## src/rtl/hp_slot_pkg.sv

```systemverilog
package hp_slot_pkg;
  localparam int DW = 32;
  localparam int HW = 16;

  // control field positions
  localparam int CTL_ABPE = 0;
  localparam int CTL_PDCE = 3;
  localparam int CTL_CCIE = 4;
  localparam int CTL_HPIE = 5;
  localparam int CTL_EIC  = 11;

  // status field positions
  localparam int ST_ABP = 0;
  localparam int ST_PDC = 3;
  localparam int ST_CC  = 4;
  localparam int ST_PDS = 6;
  localparam int ST_EIS = 7;

  localparam logic [HW-1:0] CTL_STORE_MASK = 16'h03F9;
  localparam logic [HW-1:0] CTL_RESET      = 16'h03C0;
  localparam logic [HW-1:0] EVT_MASK       = 16'h0019;
  localparam logic [HW-1:0] W1C_MASK       = 16'h0019;
  localparam logic [DW-1:0] CAP_FIXED      = 32'h0002_0079;

  typedef struct packed {
    logic add;
    logic rem;
    logic cold;
    logic button;
  } plug_req_t;

  function automatic logic hp_level(input logic [HW-1:0] c, input logic [HW-1:0] s);
    return c[CTL_HPIE] & (|(c & s & EVT_MASK));
  endfunction
endpackage

```

## src/rtl/hp_slot_cfg_decode.sv

```systemverilog
module hp_slot_cfg_decode
  import hp_slot_pkg::*;
#(
  parameter int ADDR_W   = 2,
  parameter int SLOT_IDX = 1
) (
  input  logic              wr,
  input  logic [ADDR_W-1:0] addr,
  input  logic [3:0]        be,
  input  logic [DW-1:0]     wdata,
  output logic              ctl_hit,
  output logic              sts_hit,
  output logic [HW-1:0]     ctl_bmask,
  output logic [HW-1:0]     ctl_wbits,
  output logic [HW-1:0]     sts_wbits
);
  localparam int NBYTES = DW / 8;

  logic [DW-1:0] bmask;
  logic          sel;

  for (genvar b = 0; b < NBYTES; b++) begin : g_bmask
    assign bmask[8*b +: 8] = {8{be[b]}};
  end

  assign sel       = wr && (addr == ADDR_W'(SLOT_IDX));
  assign ctl_hit   = sel && (|be[1:0]);
  assign sts_hit   = sel && (|be[3:2]);
  assign ctl_bmask = sel ? bmask[HW-1:0] : '0;
  assign ctl_wbits = wdata[HW-1:0] & ctl_bmask;
  assign sts_wbits = sel ? (wdata[DW-1:HW] & bmask[DW-1:HW]) : '0;
endmodule

```

## src/rtl/hp_slot_regs.sv

```systemverilog
module hp_slot_regs
  import hp_slot_pkg::*;
(
  input  logic          clk,
  input  logic          rst,
  input  logic          ctl_hit,
  input  logic          sts_hit,
  input  logic [HW-1:0] ctl_bmask,
  input  logic [HW-1:0] ctl_wbits,
  input  logic [HW-1:0] sts_wbits,
  input  plug_req_t     req,
  output logic [HW-1:0] ctl_q,
  output logic [HW-1:0] sts_q,
  output logic [HW-1:0] ctl_d,
  output logic [HW-1:0] sts_d,
  output logic          mid_level,
  output logic          busy_q
);
  logic [HW-1:0] s_clr;
  logic          busy_d;

  always_comb begin
    s_clr = sts_q;
    if (sts_hit) s_clr = sts_q & ~(sts_wbits & W1C_MASK);
    ctl_d = ctl_q;
    sts_d = s_clr;
    if (ctl_hit) begin
      ctl_d = (ctl_q & ~(ctl_bmask & CTL_STORE_MASK)) | (ctl_wbits & CTL_STORE_MASK);
      if (ctl_wbits[CTL_EIC]) sts_d[ST_EIS] = ~s_clr[ST_EIS];
      sts_d[ST_CC] = 1'b1;
    end
    if (req.button) sts_d[ST_ABP] = 1'b1;
    if (req.cold)   sts_d[ST_PDS] = 1'b1;
    busy_d = 1'b0;
    if (req.add || req.rem) begin
      if (sts_q[ST_EIS]) begin
        busy_d = 1'b1;
      end else begin
        sts_d[ST_PDS] = req.add;
        sts_d[ST_PDC] = 1'b1;
      end
    end
    mid_level = hp_level(ctl_q, s_clr);
  end

  always_ff @(posedge clk) begin
    if (rst) begin
      ctl_q  <= CTL_RESET;
      sts_q  <= '0;
      busy_q <= 1'b0;
    end else begin
      ctl_q  <= ctl_d;
      sts_q  <= sts_d;
      busy_q <= busy_d;
    end
  end


  cmd_sets_cc_chk: assert property (@(posedge clk) disable iff (rst)
    ctl_hit |=> sts_q[ST_CC]);


  eis_toggle_chk: assert property (@(posedge clk) disable iff (rst)
    (ctl_hit && ctl_wbits[CTL_EIC]) |=> (sts_q[ST_EIS] != $past(sts_q[ST_EIS])));


  busy_keeps_pds_chk: assert property (@(posedge clk) disable iff (rst)
    (busy_q && !$past(req.cold)) |-> $stable(sts_q[ST_PDS]));


  button_sets_abp_chk: assert property (@(posedge clk) disable iff (rst)
    req.button |=> sts_q[ST_ABP]);
endmodule

```

## src/rtl/hp_slot_notify.sv

```systemverilog
module hp_slot_notify
  import hp_slot_pkg::*;
#(
  parameter int VEC_W = 5
) (
  input  logic             clk,
  input  logic             rst,
  input  logic [HW-1:0]    ctl_d,
  input  logic [HW-1:0]    sts_d,
  input  logic             mid_level,
  input  logic             sts_hit,
  input  logic             msix_en,
  input  logic             msi_en,
  input  logic [VEC_W-1:0] msg_num,
  output logic             irq_msg,
  output logic             irq_msix,
  output logic [VEC_W-1:0] irq_vector,
  output logic             intx,
  output logic             level_q
);
  logic fin_level;
  logic base_level;
  logic changed;
  logic msg_mode;

  assign fin_level  = hp_level(ctl_d, sts_d);
  assign base_level = sts_hit ? mid_level : level_q;
  assign changed    = fin_level != base_level;
  assign msg_mode   = msix_en | msi_en;

  always_ff @(posedge clk) begin
    if (rst) begin
      level_q    <= 1'b0;
      irq_msg    <= 1'b0;
      irq_msix   <= 1'b0;
      irq_vector <= '0;
      intx       <= 1'b0;
    end else begin
      level_q <= fin_level;
      irq_msg <= changed && msg_mode;
      if (changed && msg_mode) begin
        irq_msix   <= msix_en;
        irq_vector <= msg_num;
      end
      if (!msg_mode) begin
        if (changed)                     intx <= fin_level;
        else if (sts_hit && !mid_level)  intx <= 1'b0;
      end
    end
  end


  msg_needs_mode_chk: assert property (@(posedge clk) disable iff (rst)
    irq_msg |-> $past(msix_en || msi_en));


  msix_flag_chk: assert property (@(posedge clk) disable iff (rst)
    (irq_msg && $past(msix_en)) |-> irq_msix);


  intx_rise_level_chk: assert property (@(posedge clk) disable iff (rst)
    $rose(intx) |-> level_q);
endmodule

```

## src/rtl/hp_slot_ctrl.sv

```systemverilog
module hp_slot_ctrl
  import hp_slot_pkg::*;
#(
  parameter int ADDR_W   = 2,
  parameter int CAP_IDX  = 0,
  parameter int SLOT_IDX = 1,
  parameter int SLOT_NUM = 5,
  parameter int VEC_W    = 5
) (
  input  logic              clk,
  input  logic              rst,
  input  logic              cfg_wr,
  input  logic              cfg_rd,
  input  logic [ADDR_W-1:0] cfg_addr,
  input  logic [3:0]        cfg_be,
  input  logic [31:0]       cfg_wdata,
  output logic [31:0]       cfg_rdata,
  output logic              cfg_rvalid,
  input  logic [VEC_W-1:0]  msg_num,
  input  logic              msix_en,
  input  logic              msi_en,
  input  logic              btn_press,
  input  logic              card_add,
  input  logic              card_remove,
  input  logic              card_boot,
  output logic              plug_busy,
  output logic              irq_msg,
  output logic              irq_msix,
  output logic [VEC_W-1:0]  irq_vector,
  output logic              intx
);
  localparam logic [12:0]   SLOT_BITS = 13'(SLOT_NUM);
  localparam logic [DW-1:0] CAP_VALUE = {SLOT_BITS, 19'd0} | CAP_FIXED;

  logic          ctl_hit, sts_hit, mid_level, level_q;
  logic [HW-1:0] ctl_bmask, ctl_wbits, sts_wbits;
  logic [HW-1:0] ctl_q, sts_q, ctl_d, sts_d;
  plug_req_t     req;

  assign req = '{add: card_add, rem: card_remove, cold: card_boot, button: btn_press};

  hp_slot_cfg_decode #(.ADDR_W(ADDR_W), .SLOT_IDX(SLOT_IDX)) u_dec (
    .wr(cfg_wr), .addr(cfg_addr), .be(cfg_be), .wdata(cfg_wdata),
    .ctl_hit(ctl_hit), .sts_hit(sts_hit), .ctl_bmask(ctl_bmask),
    .ctl_wbits(ctl_wbits), .sts_wbits(sts_wbits)
  );

  hp_slot_regs u_regs (
    .clk(clk), .rst(rst), .ctl_hit(ctl_hit), .sts_hit(sts_hit),
    .ctl_bmask(ctl_bmask), .ctl_wbits(ctl_wbits), .sts_wbits(sts_wbits),
    .req(req), .ctl_q(ctl_q), .sts_q(sts_q), .ctl_d(ctl_d), .sts_d(sts_d),
    .mid_level(mid_level), .busy_q(plug_busy)
  );

  hp_slot_notify #(.VEC_W(VEC_W)) u_ntf (
    .clk(clk), .rst(rst), .ctl_d(ctl_d), .sts_d(sts_d),
    .mid_level(mid_level), .sts_hit(sts_hit), .msix_en(msix_en),
    .msi_en(msi_en), .msg_num(msg_num), .irq_msg(irq_msg),
    .irq_msix(irq_msix), .irq_vector(irq_vector), .intx(intx),
    .level_q(level_q)
  );

  always_ff @(posedge clk) begin
    if (rst) begin
      cfg_rvalid <= 1'b0;
      cfg_rdata  <= '0;
    end else begin
      cfg_rvalid <= cfg_rd;
      if (cfg_rd) begin
        if (cfg_addr == ADDR_W'(CAP_IDX))       cfg_rdata <= CAP_VALUE;
        else if (cfg_addr == ADDR_W'(SLOT_IDX)) cfg_rdata <= {sts_q, ctl_q};
        else                                    cfg_rdata <= '0;
      end
    end
  end


  eic_reads_zero_chk: assert property (@(posedge clk) disable iff (rst)
    (cfg_rvalid && $past(cfg_addr == ADDR_W'(SLOT_IDX))) |-> !cfg_rdata[CTL_EIC]);
endmodule

```

## config.mk

```make
export PLATFORM = sky130hd
export DESIGN_NAME = hp_slot_ctrl
export DESIGN_NICKNAME = d
export VERILOG_FILES = /design/src/rtl/hp_slot_pkg.sv /design/src/rtl/hp_slot_cfg_decode.sv /design/src/rtl/hp_slot_regs.sv /design/src/rtl/hp_slot_notify.sv /design/src/rtl/hp_slot_ctrl.sv
export SDC_FILE = /design/constraint.sdc
export NUM_CORES = 1
export LEC_CHECK = 0
export ABC_AREA = 1
export ABC_CLOCK_PERIOD_IN_PS = 2700
export BUFFER_PORTS_ARGS = -buffer_cell sky130_fd_sc_hd__buf_2
export CAP_MARGIN = 20
export CORE_MARGIN = 5
export CORE_UTILIZATION = 47
export DETAILED_ROUTE_END_ITERATION = 6
export PLACE_DENSITY_LB_ADDON = 0.2
export SLEW_MARGIN = 30
export SYNTH_ARGS = -nofsm -noshare
export SYNTH_HDL_FRONTEND = slang
export SYNTH_HIERARCHICAL = 1
export SYNTH_SLANG_ARGS = --single-unit
```

## constraint.sdc

```tcl
create_clock -name clk -period 2.7 [get_ports clk]
set_clock_uncertainty 0.15 [all_clocks]
set_input_delay 0.54 -clock clk [delete_from_list [all_inputs] [get_ports clk]]
set_output_delay 0.54 -clock clk [all_outputs]
set_load 0.01 [all_outputs]
```

==> results.py <==
metrics = {
    "cts": {
        "hold_buffers": 0,
        "cts.sinks": 56,
        "clk_pin_slew_ns": 0.09,
        "ctsResizeCount": 0,
        "cts_tree": "done",
        "insertion_delay_ns": 0.30,
        "cts_max_level": 2,
        "cts_buffers": 5,
        "post_cts_buffers": 0,
        "cts-root-buf": "clkbuf_8",
        "cts_buffer_depth": 2,
    },
    "drt": {
        "vias_per_cell": 4.294,
        "wl_per_cell_um": 10.04,
        "drtPass1Iterations": 4,
        "drtIter0Drc": 100,
        "routed_wl_um": 5571,
        "detail-route-antenna-nets": 0,
        "vias": 2383,
        "drcViolationCount": 0,
    },
    "worst_hold_path": {
        "worstHoldPathType": "register to register",
    },
    "placement": {
        "io_buffers": 74,
        "hpwl_um": 4051,
        "gp_congestion": 0.8402,
        "dpl-instance-area_um2": 3114,
    },
    "setup_path": {
        "crit_chain": "buf_2, inv_1, nand4_2, nand2_1, buf_4, nand2_1, nand2_1, nand2_1, nand2_1, inv_1, ha_1, o21bai_2, o21ai_0, nor2_1",
        "crit_top_cell": "nand2_1",
        "ff2ff_setup_slack_ns": 0.65,
        "crit_slowest_cell": "ha_1",
        "cp_data_required_time_ns": 2.76,
        "cp_max_fo": 11,
        "startpoint_type": "input port",
        "cp.buffers_inverters": 4,
        "slowest_delay_ns": 0.32,
        "crit_type": "input port to register",
        "cp_top_family": "simple AND/OR/NAND/NOR gates",
        "endpoint_kind": "register",
        "arrival_ns": 2.46,
    },
    "power": {
        "ir_drop_mv": 0.2713,
        "p_per_area_nw_per_um2": 487.9,
        "p_sw_w": 0.0003781,
        "p_leak_nw": 1.790,
        "p_sw_share_pct": 24.12,
        "power.share.clock_pct": 33.2,
        "p_seq_share_pct": 55.0,
        "internal_power_w": 0.001190,
        "pwr-share-comb_pct": 11.8,
    },
    "job": {
        "cap_violations": 0,
    },
    "finish": {
        "nFillCells": 589,
        "syn_to_final_growth_pct": 14.54,
        "antenna-diode-count": 0,
        "nets": 535,
        "ff_latch_area_um2": 1121,
        "drive_above_1_share_pct": 23.13,
        "multi_input_area_um2": 1206,
        "fin_area_um2": 3213,
    },
    "grt": {
        "grt_pass1_wl_um": 9846,
        "grt_max_degree": 41,
        "grt_pass1_vias": 2286,
        "overflow": 0,
        "antenna_found_initial": 0,
        "grt_usage_pct": 15.66,
    },
    "logic_synthesis": {
        "synth_area_um2": 2805,
        "yosysWarningCount": 6,
        "syn_inst": 410,
        "syn_avg_cell_area_um2": 6.842,
    },
    "sta": {
        "period_share_pct": 88.96,
        "setup_viol_count_final": 0,
        "hold_ws_ns": 0.3138,
        "rsz0062_at_grt": "false",
        "worst_pin_slew_ns": 0.7558,
        "hold_viol_final": 0,
        "finalCriticalPeriod_ns": 2.402,
        "fmax_mhz": 416.3,
        "slew_violations": 0,
        "max_slew_margin_pct": 49.61,
    },
    "die": {
        "coreArea_um2": 5851,
        "start_util_pct": 47.95,
        "io_pins": 95,
        "design.die.area_um2": 7613,
        "placementRows": 28,
        "die_height_um": 87.26,
        "die_w_um": 87.26,
    },
    "outcome": {
        "status": "finished, final reports clean",
    },
}
-- sequential cells by signal, indices dropped and copies added (netlist names), 5 cells and up --
| name | flops |
|---|---|
| cfg_rdata | 32 |
| u_regs/ctl_q | 8 |
| u_ntf/irq_vector | 5 |
| u_regs/sts_q | 5 |
-- placed cells by master (no fill, tap or decap) --
cell type / n
clkbuf_8: 5
xor2_2: 1
nor2_1: 32
o21bai_2: 1
nand2_1: 149
ha_1: 1
nand2_4: 1
nor2_2: 2
buf_4: 16
buf_2: 74
inv_2: 2
nand2_2: 2
dfxtp_1: 56
conb_1: 19
nand3_1: 6
a21oi_2: 1
nand4_2: 2
o21ai_0: 9
nand3_4: 1
a21oi_1: 40
nor2_4: 2
nor3_1: 1
bufinv_16: 1
or2_1: 4
inv_1: 52
-- final cells by class --
cell class / count / share of cell area (%)
inverter: 54 / 6.308
tap: 75 / 2.921
multi-input combinational: 274 / 37.54
timing repair buffer: 90 / 15.26
clock buffer: 5 / 2.142
clock inverter: 1 / 0.9346
sequential: 56 / 34.89
-- metrics by stage --
stage | instances | util, % | setup TNS [ns] | worst slack (ns) | total power (W)
finish | 555 | 54.92 | 0 | 0.2980 | 0.001568
global placement | 549 | 53.23 | -0.009101 | -0.005940 | 0.001065
detailed placement | 549 | 53.23 | -0.05762 | -0.02208 | 0.001068
global route | 555 | 54.92 | 0 | 0.02194 | 0.001651
floorplan | 428 | - | 0 | 0.1434 | 0.001027
CTS | 555 | 54.92 | 0 | 0.3064 | 0.001593
-- worst reg2reg max path: stages (launching register included) --
cell and delay (ns):
dfxtp_1 0.40, inv_1 0.10, o21ai_0 0.12, nand2_1 0.09, nand2_1 0.07, nand3_1 0.07, nand2_1 0.09, inv_1 0.05
ha_1 0.32, o21bai_2 0.26, o21ai_0 0.17, nor2_1 0.06
-- final timing paths --
check / startpoint / endpoint / depth (start not counted)
max: cfg_addr[1] / u_ntf/irq_vector[0] / 14
min: cfg_rdata[13] / cfg_rdata[13] / 2
min reg2reg: cfg_rdata[13] / cfg_rdata[13] / 2
max reg2reg: u_regs/sts_q[7] / u_ntf/irq_vector[0] / 11
-- power groups by stage --
| stage | sequential [W] | combinational, W | clock (W) |
|---|---|---|---|
| floorplan | 0.000889 | 0.000139 | 0 |
| global placement | 0.000881 | 0.000184 | 0 |
| detailed placement | 0.000882 | 0.000187 | 0 |
| CTS | 0.000862 | 0.000187 | 0.000544 |
| global route | 0.000866 | 0.000215 | 0.000571 |
| finish | 0.000862 | 0.000185 | 0.000520 |
-- metal layers --
| layer | GRT usage (%) | vias to the layer above | share of wire [%] | routed length (um) |
|---|---|---|---|---|
| li1 | - | 1319 | - | - |
| met1 | 20.08 | 1009 | 47 | 2618 |
| met2 | 26.37 | 50 | 46 | 2588 |
| met3 | 3.595 | 5 | 5.6 | 314 |
| met4 | 4.184 | 0 | 0.88 | 49 |
| met5 | 0 | - | 0 | 0 |
No activity file was read; power rests on OpenSTA's default activity.
